===== config.mk =====
export PLATFORM = sky130hd
export DESIGN_NAME = bkpt_trig_top
export DESIGN_NICKNAME = d
export VERILOG_FILES = /design/src/rtl/bkpt_pkg.sv /design/src/rtl/pc_cmp_bank.sv /design/src/rtl/op_cmp.sv /design/src/rtl/trig_seq.sv /design/src/rtl/bkpt_trig_top.sv
export SDC_FILE = /design/constraint.sdc
export NUM_CORES = 1
export LEC_CHECK = 0
export BUFFER_PORTS_ARGS = -buffer_cell sky130_fd_sc_hd__buf_2
export CORE_AREA = 2 2 154 156
export CTS_BUF_LIST = sky130_fd_sc_hd__clkbuf_2
export DETAILED_ROUTE_END_ITERATION = 6
export DIE_AREA = 0 0 156 158
export GPL_TIMING_DRIVEN = 0
export PLACE_DENSITY = 0.77
export SYNTH_ARGS = -nofsm -noshare
export SYNTH_HDL_FRONTEND = slang
export SYNTH_SLANG_ARGS = --single-unit

===== constraint.sdc =====
create_clock -name clk -period 4 [get_ports clk]
set_input_delay 0.6 -clock clk [delete_from_list [all_inputs] [get_ports clk]]
set_output_delay 0.6 -clock clk [all_outputs]
set_load 0.005 [all_outputs]

===== src/rtl/bkpt_pkg.sv =====
package bkpt_pkg;
  typedef enum logic [1:0] {
    ST_IDLE  = 2'd0,
    ST_ARMED = 2'd1,
    ST_FIRED = 2'd2
  } lvl_e;

  typedef enum logic [1:0] {
    RSP_HALT    = 2'd0,
    RSP_IRQ     = 2'd1,
    RSP_TRC_ON  = 2'd2,
    RSP_TRC_OFF = 2'd3
  } rsp_e;

  localparam int CTL_W = 10;

  typedef struct packed {
    logic [1:0] resp;
    logic [1:0] dir;
    logic       data_en;
    logic       outside;
    logic       src2;
    logic       src1;
    logic       two_lvl;
    logic       en;
  } ctl_t;
endpackage


===== src/rtl/pc_cmp_bank.sv =====
module pc_cmp_bank #(
  parameter int NUM = 4,
  parameter int AW  = 32
) (
  input  logic [AW-1:0] pc,
  input  logic          pc_valid,
  input  logic [AW-1:0] bp_q [NUM],
  output logic          hit
);
  logic [NUM-1:0] hit_v;

  for (genvar i = 0; i < NUM; i++) begin : g_cmp
    assign hit_v[i] = bp_q[i][0] && (pc[AW-1:1] == bp_q[i][AW-1:1]);
  end

  assign hit = pc_valid && (|hit_v);
endmodule


===== src/rtl/op_cmp.sv =====
module op_cmp #(
  parameter int AW = 32,
  parameter int DW = 32
) (
  input  logic [AW-1:0] op_addr,
  input  logic [DW-1:0] op_data,
  input  logic          op_valid,
  input  logic          op_write,
  input  logic [AW-1:0] lo_q,
  input  logic [AW-1:0] hi_q,
  input  logic [DW-1:0] dval_q,
  input  logic [DW-1:0] dmask_q,
  input  logic          outside,
  input  logic          data_en,
  input  logic [1:0]    dir,
  output logic          hit
);
  logic in_rng, rng_ok, dir_ok, data_ok;

  always_comb begin
    in_rng  = (op_addr >= lo_q) && (op_addr <= hi_q);
    rng_ok  = outside ? !in_rng : in_rng;
    case (dir)
      2'b01:   dir_ok = !op_write;
      2'b10:   dir_ok = op_write;
      default: dir_ok = 1'b1;
    endcase
    data_ok = !data_en || (((op_data ^ dval_q) & ~dmask_q) == '0);
    hit     = op_valid && rng_ok && dir_ok && data_ok;
  end
endmodule


===== src/rtl/trig_seq.sv =====
module trig_seq
  import bkpt_pkg::*;
(
  input  logic       clk,
  input  logic       rst_n,
  input  logic       ctl_wr,
  input  ctl_t       ctl_q,
  input  logic       pc_hit,
  input  logic       op_hit,
  output logic       halt_req,
  output logic       dbg_irq,
  output logic       trace_en,
  output logic [1:0] trig_state
);
  lvl_e st_q, st_d;
  logic fire;
  logic halt_q, halt_d, irq_q, irq_d, trc_q, trc_d;
  logic c1, c2;

  always_comb begin
    c1   = ctl_q.src1 ? op_hit : pc_hit;
    c2   = ctl_q.src2 ? op_hit : pc_hit;
    st_d = st_q;
    fire = 1'b0;
    if (ctl_wr) begin
      st_d = ST_IDLE;
    end else if (ctl_q.en) begin
      case (st_q)
        ST_IDLE: if (c1) begin
          if (ctl_q.two_lvl) begin
            st_d = ST_ARMED;
          end else begin
            st_d = ST_FIRED;
            fire = 1'b1;
          end
        end
        ST_ARMED: if (c2) begin
          st_d = ST_FIRED;
          fire = 1'b1;
        end
        default: st_d = st_q;
      endcase
    end
    halt_d = fire && (ctl_q.resp == RSP_HALT);
    irq_d  = fire && (ctl_q.resp == RSP_IRQ);
    trc_d  = trc_q;
    if (fire && (ctl_q.resp == RSP_TRC_ON))  trc_d = 1'b1;
    if (fire && (ctl_q.resp == RSP_TRC_OFF)) trc_d = 1'b0;
  end

  always_ff @(posedge clk or negedge rst_n) begin
    if (!rst_n) begin
      st_q   <= ST_IDLE;
      halt_q <= 1'b0;
      irq_q  <= 1'b0;
      trc_q  <= 1'b0;
    end else begin
      st_q   <= st_d;
      halt_q <= halt_d;
      irq_q  <= irq_d;
      trc_q  <= trc_d;
    end
  end

  assign halt_req   = halt_q;
  assign dbg_irq    = irq_q;
  assign trace_en   = trc_q;
  assign trig_state = st_q;
endmodule


===== src/rtl/bkpt_trig_top.sv =====
module bkpt_trig_top
  import bkpt_pkg::*;
#(
  parameter int NUM_PC = 4,
  parameter int AW     = 32,
  parameter int DW     = 32,
  parameter int CW     = 32,
  parameter int RA_W   = 4
) (
  input  logic            clk,
  input  logic            rst_n,
  input  logic            cfg_we,
  input  logic [RA_W-1:0] cfg_addr,
  input  logic [CW-1:0]   cfg_wdata,
  input  logic [AW-1:0]   pc,
  input  logic            pc_valid,
  input  logic [AW-1:0]   op_addr,
  input  logic [DW-1:0]   op_data,
  input  logic            op_valid,
  input  logic            op_write,
  output logic            halt_req,
  output logic            dbg_irq,
  output logic            trace_en,
  output logic [1:0]      trig_state
);
  localparam logic [RA_W-1:0] A_LO   = RA_W'(NUM_PC);
  localparam logic [RA_W-1:0] A_HI   = RA_W'(NUM_PC + 1);
  localparam logic [RA_W-1:0] A_DVAL = RA_W'(NUM_PC + 2);
  localparam logic [RA_W-1:0] A_DMSK = RA_W'(NUM_PC + 3);
  localparam logic [RA_W-1:0] A_CTL  = RA_W'(NUM_PC + 4);

  logic [AW-1:0] bp_q [NUM_PC];
  logic [AW-1:0] lo_q, hi_q;
  logic [DW-1:0] dval_q, dmask_q;
  ctl_t          ctl_q;
  logic          ctl_wr, pc_hit, op_hit;

  assign ctl_wr = cfg_we && (cfg_addr == A_CTL);

  for (genvar i = 0; i < NUM_PC; i++) begin : g_bp
    logic bp_we;
    assign bp_we = cfg_we && (cfg_addr == RA_W'(i));
    always_ff @(posedge clk or negedge rst_n) begin
      if (!rst_n)     bp_q[i] <= '0;
      else if (bp_we) bp_q[i] <= cfg_wdata[AW-1:0];
    end
  end

  always_ff @(posedge clk or negedge rst_n) begin
    if (!rst_n) begin
      lo_q    <= '0;
      hi_q    <= '0;
      dval_q  <= '0;
      dmask_q <= '0;
      ctl_q   <= '0;
    end else begin
      if (cfg_we && (cfg_addr == A_LO))   lo_q    <= cfg_wdata[AW-1:0];
      if (cfg_we && (cfg_addr == A_HI))   hi_q    <= cfg_wdata[AW-1:0];
      if (cfg_we && (cfg_addr == A_DVAL)) dval_q  <= cfg_wdata[DW-1:0];
      if (cfg_we && (cfg_addr == A_DMSK)) dmask_q <= cfg_wdata[DW-1:0];
      if (ctl_wr)                         ctl_q   <= ctl_t'(cfg_wdata[CTL_W-1:0]);
    end
  end

  pc_cmp_bank #(.NUM(NUM_PC), .AW(AW)) u_pc (
    .pc(pc), .pc_valid(pc_valid), .bp_q(bp_q), .hit(pc_hit)
  );

  op_cmp #(.AW(AW), .DW(DW)) u_op (
    .op_addr(op_addr), .op_data(op_data), .op_valid(op_valid), .op_write(op_write),
    .lo_q(lo_q), .hi_q(hi_q), .dval_q(dval_q), .dmask_q(dmask_q),
    .outside(ctl_q.outside), .data_en(ctl_q.data_en), .dir(ctl_q.dir), .hit(op_hit)
  );

  trig_seq u_seq (
    .clk(clk), .rst_n(rst_n), .ctl_wr(ctl_wr), .ctl_q(ctl_q),
    .pc_hit(pc_hit), .op_hit(op_hit),
    .halt_req(halt_req), .dbg_irq(dbg_irq), .trace_en(trace_en), .trig_state(trig_state)
  );
endmodule


Word level (Yosys, flattened, before mapping)
Cells that the tools add are included.
Widths: inputs -> output; s select.
{"block": "word_totals", "ff_bits": 271, "latchBits": 0, "mem_bits_rw": 0, "rom_bits": 0, "in_bits": 138, "out_inout_bits": 5, "word_cells": 98, "n_memories": 0}
{"block": "classes", "addsub": 0, "mul": 0, "n_div": 0, "n_lt_le_gt_ge": 2, "eq_ne": 20, "shift": 0, "muxes": 18, "bitwise": 3, "n_reduce_logical": 35}
{"operator": "$eq 31x31->1", "n": 4}
{"operator": "$and 32x32->32", "n": 1}
{"operator": "$ge 32x32->1", "n": 1}
{"operator": "$le 32x32->1", "n": 1}
{"operator": "$logic_not 32->1", "n": 1}
{"operator": "$not 32->32", "n": 1}
{"operator": "$xor 32x32->32", "n": 1}
{"operator": "$logic_and 1x1->1", "n": 22}
{"operator": "$eq 4x3->1 const B", "n": 4}
{"operator": "$mux 1", "n": 10}
{"operator": "$mux 2", "n": 5}
{"operator": "$eq 4x2->1 const B", "n": 2}
{"operator": "$eq 2x1->1 const B", "n": 3}
{"operator": "$eq 2x2->1 const B", "n": 3}
{"operator": "$ne 3x2->1 const B", "n": 2}
{"operator": "$eq 4x1->1 const B", "n": 1}
{"operator": "$eq 4x4->1 const B", "n": 1}
{"operator": "$logic_not 2->1", "n": 2}
{"operator": "$logic_not 4->1", "n": 1}
{"operator": "$pmux 1 s2", "n": 2}
{"operator": "$pmux 2 s2", "n": 1}
{"operator": "$reduce_and 4->1", "n": 1}
{"operator": "$reduce_bool 2->1", "n": 2}
{"operator": "$reduce_or 4->1", "n": 1}
{"operator": "3 further kinds", "n": 5}

Longest topological paths before layout
{"block": "depth", "depth_word": 15, "depth_mapped": 11, "depth_no_buf": 11}

Hierarchy
From an unflattened synthesis, not the netlist that was laid out.
{"block": "hier_totals", "cells_unflattened": 1085, "area_unflattened_um2": 14054.7}
{"module": "bkpt_trig_top", "n_inst": 1, "cells_per_inst": 575, "area_per_inst_um2": 10045.9, "seq_area_each_um2": 6656.4}
{"module": "op_cmp", "n_inst": 1, "cells_per_inst": 290, "area_per_inst_um2": 2093.3, "seq_area_each_um2": 0.0}
{"module": "pc_cmp_bank", "n_inst": 1, "cells_per_inst": 198, "area_per_inst_um2": 1674.1, "seq_area_each_um2": 0.0}
{"module": "trig_seq", "n_inst": 1, "cells_per_inst": 22, "area_per_inst_um2": 241.5, "seq_area_each_um2": 125.1}

Worst setup path after synthesis
Ideal clock, no wire load.
{"block": "synth_timing", "path_kind": "input to register", "startpoint": "input op_addr[14]", "endpoint": "register u_seq.trc_q, in the netlist u_seq.trace_en", "setup_time_ns": 0.079, "t_arrival_ns": 2.570, "t_required_ns": 3.921, "setup_slack_ns": 1.351, "cell_stages": 10, "n_path_buf": 0, "path_cell_list": "ha_1 a21oi_2 nand2_1 a221oi_2 or3b_1 a21o_1 a21oi_2 mux2i_1 o211a_1 mux2i_1"}
{"block": "synth_via", "elab_chain_cells": 14, "word_cells_on_any_way": 19, "cone_classes": "order compare (2); mux (9); reduce/logical (8)"}
{"item": "start, declared", "line": "bkpt_trig_top.sv:17", "text": "input logic [AW-1:0] op_addr,"}
{"item": "$ge 32x32->1 / $le 32x32->1 (equally long branches)", "line": "op_cmp.sv:21", "text": "in_rng = (op_addr >= lo_q) && (op_addr <= hi_q);"}
{"item": "$logic_and 1x1->1 (*)", "line": "op_cmp.sv:21"}
{"item": "$logic_not 1->1", "line": "op_cmp.sv:22", "text": "rng_ok = outside ? !in_rng : in_rng;"}
{"item": "$mux 1 (*)", "line": "op_cmp.sv:22"}
{"item": "$logic_and 1x1->1 (*) (3 in series)", "line": "op_cmp.sv:29", "text": "hit = op_valid && rng_ok && dir_ok && data_ok;"}
{"item": "$mux 1, on equally long branches", "line": "trig_seq.sv:22, trig_seq.sv:21"}
{"item": "$mux 1, on equally long branches", "line": "trig_seq.sv:37, trig_seq.sv:29"}
{"item": "$pmux 1 s2 (*)", "line": "trig_seq.sv:28", "text": "case (st_q)"}
{"item": "$mux 1 (*)", "line": "trig_seq.sv:27", "text": "end else if (ctl_q.en) begin"}
{"item": "$mux 1 (*)", "line": "trig_seq.sv:25", "text": "if (ctl_wr) begin"}
{"item": "$logic_and 1x1->1, on equally long branches", "line": "trig_seq.sv:48, trig_seq.sv:47"}
{"item": "$mux 1 / $reduce_bool 2->1 (equally long branches)"}
{"item": "end signal, assigned", "line": "trig_seq.sv:61", "text": "trc_q <= trc_d;"}
{"item": "end, declared", "line": "trig_seq.sv:17", "text": "logic halt_q, halt_d, irq_q, irq_d, trc_q, trc_d;"}
Every way passes the cells marked *; elsewhere a longest branch is shown, timed or not.
A chain may end at the register's enable or synchronous reset.

Worst setup path after layout
{"block": "layout_timing", "startpoint": "register hi_q[5]", "endpoint": "register u_seq.st_q[1], in the netlist u_seq.trig_state[1]"}
{"block": "layout_via", "elab_chain_cells": 10, "word_cells_on_any_way": 12, "cone_classes": "order compare (1); eq/ne (2); mux (3); reduce/logical (6)"}
{"item": "start, declared", "line": "bkpt_trig_top.sv:33", "text": "logic [AW-1:0] lo_q, hi_q;"}
{"item": "start signal, assigned", "line": "bkpt_trig_top.sv:58", "text": "if (cfg_we && (cfg_addr == A_HI)) hi_q <= cfg_wdata[AW-1:0];"}
{"item": "$le 32x32->1 (*)", "line": "op_cmp.sv:21"}
{"item": "$logic_and 1x1->1 (*)", "line": "op_cmp.sv:21"}
{"item": "$logic_not 1->1", "line": "op_cmp.sv:22"}
{"item": "$mux 1 (*)", "line": "op_cmp.sv:22"}
{"item": "$logic_and 1x1->1 (*) (3 in series)", "line": "op_cmp.sv:29"}
{"item": "$mux 1, on equally long branches", "line": "trig_seq.sv:22, trig_seq.sv:21"}
{"item": "$ne 3x2->1 (no source line)"}
{"item": "$reduce_and 4->1 (no source line) (*)"}
{"item": "end signal, assigned", "line": "trig_seq.sv:58", "text": "st_q <= st_d;"}
{"item": "end, declared", "line": "trig_seq.sv:15", "text": "lvl_e st_q, st_d;"}
Marked as above.

==> flow_summary_export.csv <==
group,metric,value,unit
run_status,status,"finished clean",
timing,worst_slack,1200,ps
synth,ys_top_cells_by_area,"dfrtp_1 50%, mux2_2 19%, xnor2_1 9.0%",
place,io_buffers,124,
finish,drive_gt1_share,34.6,%
power_and_ir_drop,irDropWorstVdd,231,µV
timing,slew_headroom,15.1,%
timing,fin_skew,42.6,ps
route,vias_per_cell,5.77,
synth,synth_warnings,0,
global_route,met1_usage,39.1,%
route,drcViolationCount,0,
die,core-area,23100,µm²
timing,finalMaxSlewViolations,0,
run,maxCapViolCount,0,
finish,final_area,15300,µm²
finish,syn_to_final_growth,12.6,%
global_route,grtUsageTotal,29.5,%
place,post-place-ws,892,ps
synth,synth_most_common_cell,"dfrtp_1",
setup_path,reg2reg_depth,11,
global_route,use_met2,48.9,%
timing,fin_crit,2800,ps
timing,setup_viol_count_final,0,
route,wl_per_cell,21.3,µm
setup_path,crit_buf_inv,1,
setup_path,crit_family,"compound AO/OA/AOI/OAI gates",
synth,synth_cell_types,46,
setup_path,cp-end-kind,"flip-flop",
setup_path,path_depth,11,
power_and_ir_drop,switchingPower,2.39,mW
timing,fmax,0.358,GHz
clock_tree,clock_latency,840,ps
power_and_ir_drop,combPwrFrac,25.0,%
die,die_area,24600,µm²
clock_tree,numClockSinks,271,
timing,setup-tns-final,0,ps
synth,yosysSeqAreaShare,49.9,%
power_and_ir_drop,seq_power_share,49.0,%
place,gp_congestion,0.864,
setup_path,required,4760,ps
synth,synthArstFlopShare,100,%
place,dp_cells,1540,
finish,layoutNonFillerInstCount,1659,
clock_tree,clk_pin_slew,100,ps
route,detail-route-antenna-nets,0,
global_route,busiest_layer,"met2",
power_and_ir_drop,p_clk_share,26.1,%
timing,fin_crit_sh,69.9,%
global_route,grt_pass1_vias,9672,
clock_tree,cts_htree_levels,3,
die,initial_core_util,59.0,%
setup_path,critPathLaunchType,"flip-flop",
die,io_pins,143,
global_route,grt_start_max_net_pins,126,
timing,tightest_slew,1270,ps
synth,ys.flop_type,"dfrtp_1",
setup_path,critPathMaxFanout,3,
synth,synth_top_area_share,49.9,%
global_route,grt_pass1_wl,53500,µm
global_route,antenna_found_initial,2,
finish,post-route-util,66.4,%
power_and_ir_drop,swShare,31.3,%
global_route,use_met3,5.15,%
die,die_w,156,µm
power_and_ir_drop,p_int,5.26,mW
setup_path,cp_slowest_cell,"or3b_1",
route,firstDrtPassIters,5,
clock_tree,numCtsBuffers,72,
synth,synthTopCellsByCount,"271 x dfrtp_1, 230 x mux2_2, 140 x xnor2_1",
power_and_ir_drop,powerDensity,500,nW/µm²
global_route,grt_overflow_total,0,
synth,synth_nets,1328,
route,drtIter0Drc,653,
clock_tree,cts.path.max_buffers,3,
clock_tree,ctsRootBufferMaster,"clkbuf_2",
synth,avgSynthCellArea,12.1,µm²
place,hpwl,25500,µm
power_and_ir_drop,leakagePower,6.97,nW
die,die_h,158,µm
hold_path,min_path_cells,3,
timing,rsz0062_at_grt,"false",
setup_path,cp.arrival,3550,ps
finish,nets,1529,
die,num_rows,56,
synth,synth-edff-count,0,
route,via_count,9568,
synth,yosysTopAreaCell,"dfrtp_1",
clock_tree,cts_tree,"done",
route,drt_wl_total,35400,µm
synth,syn-cell-area,13600,µm²
setup_path,crit_path_max_incr_delay,410,ps
hold_path,hold_class,"in2reg",
timing,hold_violations,0,
synth,syn_inst,1124,
setup_path,critPathKind,"reg2reg",
place,placed_area,14600,µm²
synth,synth-seq-cells,271,
setup_path,crit_chain,"inv_1 > ha_1 > a21oi_1 > o21ai_1 > a221oi_2 > or3b_1 > a21o_1 > a21oi_2 > mux2i_1 > a211oi_1 > nor3_1",
-- cells in the final DEF (no fill, tap or decap), drive strengths merged, types with 3 or more instances in the layout --
cell / synthesis / layout
a211oi: 3 / 3
a21o: 4 / 4
a21oi: 31 / 31
buf: 9 / 135
bufinv: 0 / 3
clkbuf: 38 / 144
clkinv: 0 / 6
dfrtp: 271 / 271
ha: 66 / 66
inv: 72 / 73
mux2: 233 / 233
mux2i: 3 / 3
nand2: 58 / 58
nand3: 6 / 6
nand3b: 3 / 3
nand4: 41 / 41
nor2: 13 / 13
nor2b: 4 / 4
nor3: 5 / 5
nor3b: 4 / 4
nor4: 16 / 16
o21ai: 48 / 48
o22ai: 17 / 17
xnor2: 140 / 140
xor2: 16 / 16
-- state kept, by name, summed over array words and instances (netlist names) --
signal            flops
lo_q                 32
bp_q                128
dval_q               32
ctl_q                10
dmask_q              32
u_seq.trig_state      2
u_seq.dbg_irq         1
hi_q                 32
u_seq.trace_en        1
u_seq.halt_req        1
-- through the flow --
step / total power, mW / hold WS (ps)
floorplan: 5.08 / 304
global placement: 5.58 / 475
detailed placement: 5.71 / 484
CTS: 7.71 / 66.3
global route: 8.13 / 68.3
finish: 7.66 / 105
-- final timing paths --
path                                      startpoint                              end  slack [ps]
worst max-delay path             hi_q[5]$_DFFE_PN0P_  u_seq.trig_state[1]$_DFFE_PN0P_        1200
worst max register to register   hi_q[5]$_DFFE_PN0P_  u_seq.trig_state[1]$_DFFE_PN0P_        1200
worst min-delay path                   cfg_wdata[31]             hi_q[31]$_DFFE_PN0P_         110
worst min register to register  ctl_q[8]$_DFFE_PN0P_         u_seq.halt_req$_DFF_PN0_         500
min in group asynchronous                      rst_n             hi_q[14]$_DFFE_PN0P_         230
max in group asynchronous                      rst_n          dmask_q[23]$_DFFE_PN0P_        2280
-- power by group through the flow --
stage | clock, mW | sequential, mW | combinational [mW]
after floorplan | 0 | 3.70 | 1.37
after global placement | 0 | 3.76 | 1.83
after detailed placement | 0 | 3.80 | 1.90
after CTS | 2.04 | 3.75 | 1.92
after global routing | 2.18 | 3.82 | 2.12
final | 2.00 | 3.75 | 1.91
-- kinds of logic (layout without fill, tap and decap cells) --
family	count (synthesis)	count (layout)	synth area share, %
flip-flops	271	271	49.9
multiplexers	236	236	19.5
AND/OR/NAND/NOR	159	159	6.15
XOR/XNOR	156	156	10.1
buffers and inverters	119	363	3.29
AO/OA/AOI/OAI	117	117	5.03
adder cells (fa/ha/maj)	66	66	6.07
other	0	1	0
-- worst min-delay path, cell delays in order --
cell	delay, ps
buf_2	170
nand2_1	70
o21ai_0	70
-- area by class of cell --
class	instances	area, µm²
plain buffers	47	176
repair buffers	127	696
clock buffers	106	531
fillers	1827	7740
well taps	290	363
clock inverters	11	124
inverters	72	270
flip-flops and latches	271	6780
multi-input cells	734	6370
diodes	1	2.50
-- metal layers --
layer | vias to the layer above | routed length [µm]
li1 | 4376 | -
met1 | 4782 | 15300
met2 | 340 | 17100
met3 | 70 | 2130
met4 | 0 | 958
met5 | - | 0
-- timing repair --
item                      4_1_cts  5_1_grt
hold endpoints to repair       46        0
gates resized for setup         0        0
hold buffers                    1        0
buffers inserted                0        0
Note: power is estimated with default switching activity, not from simulation.
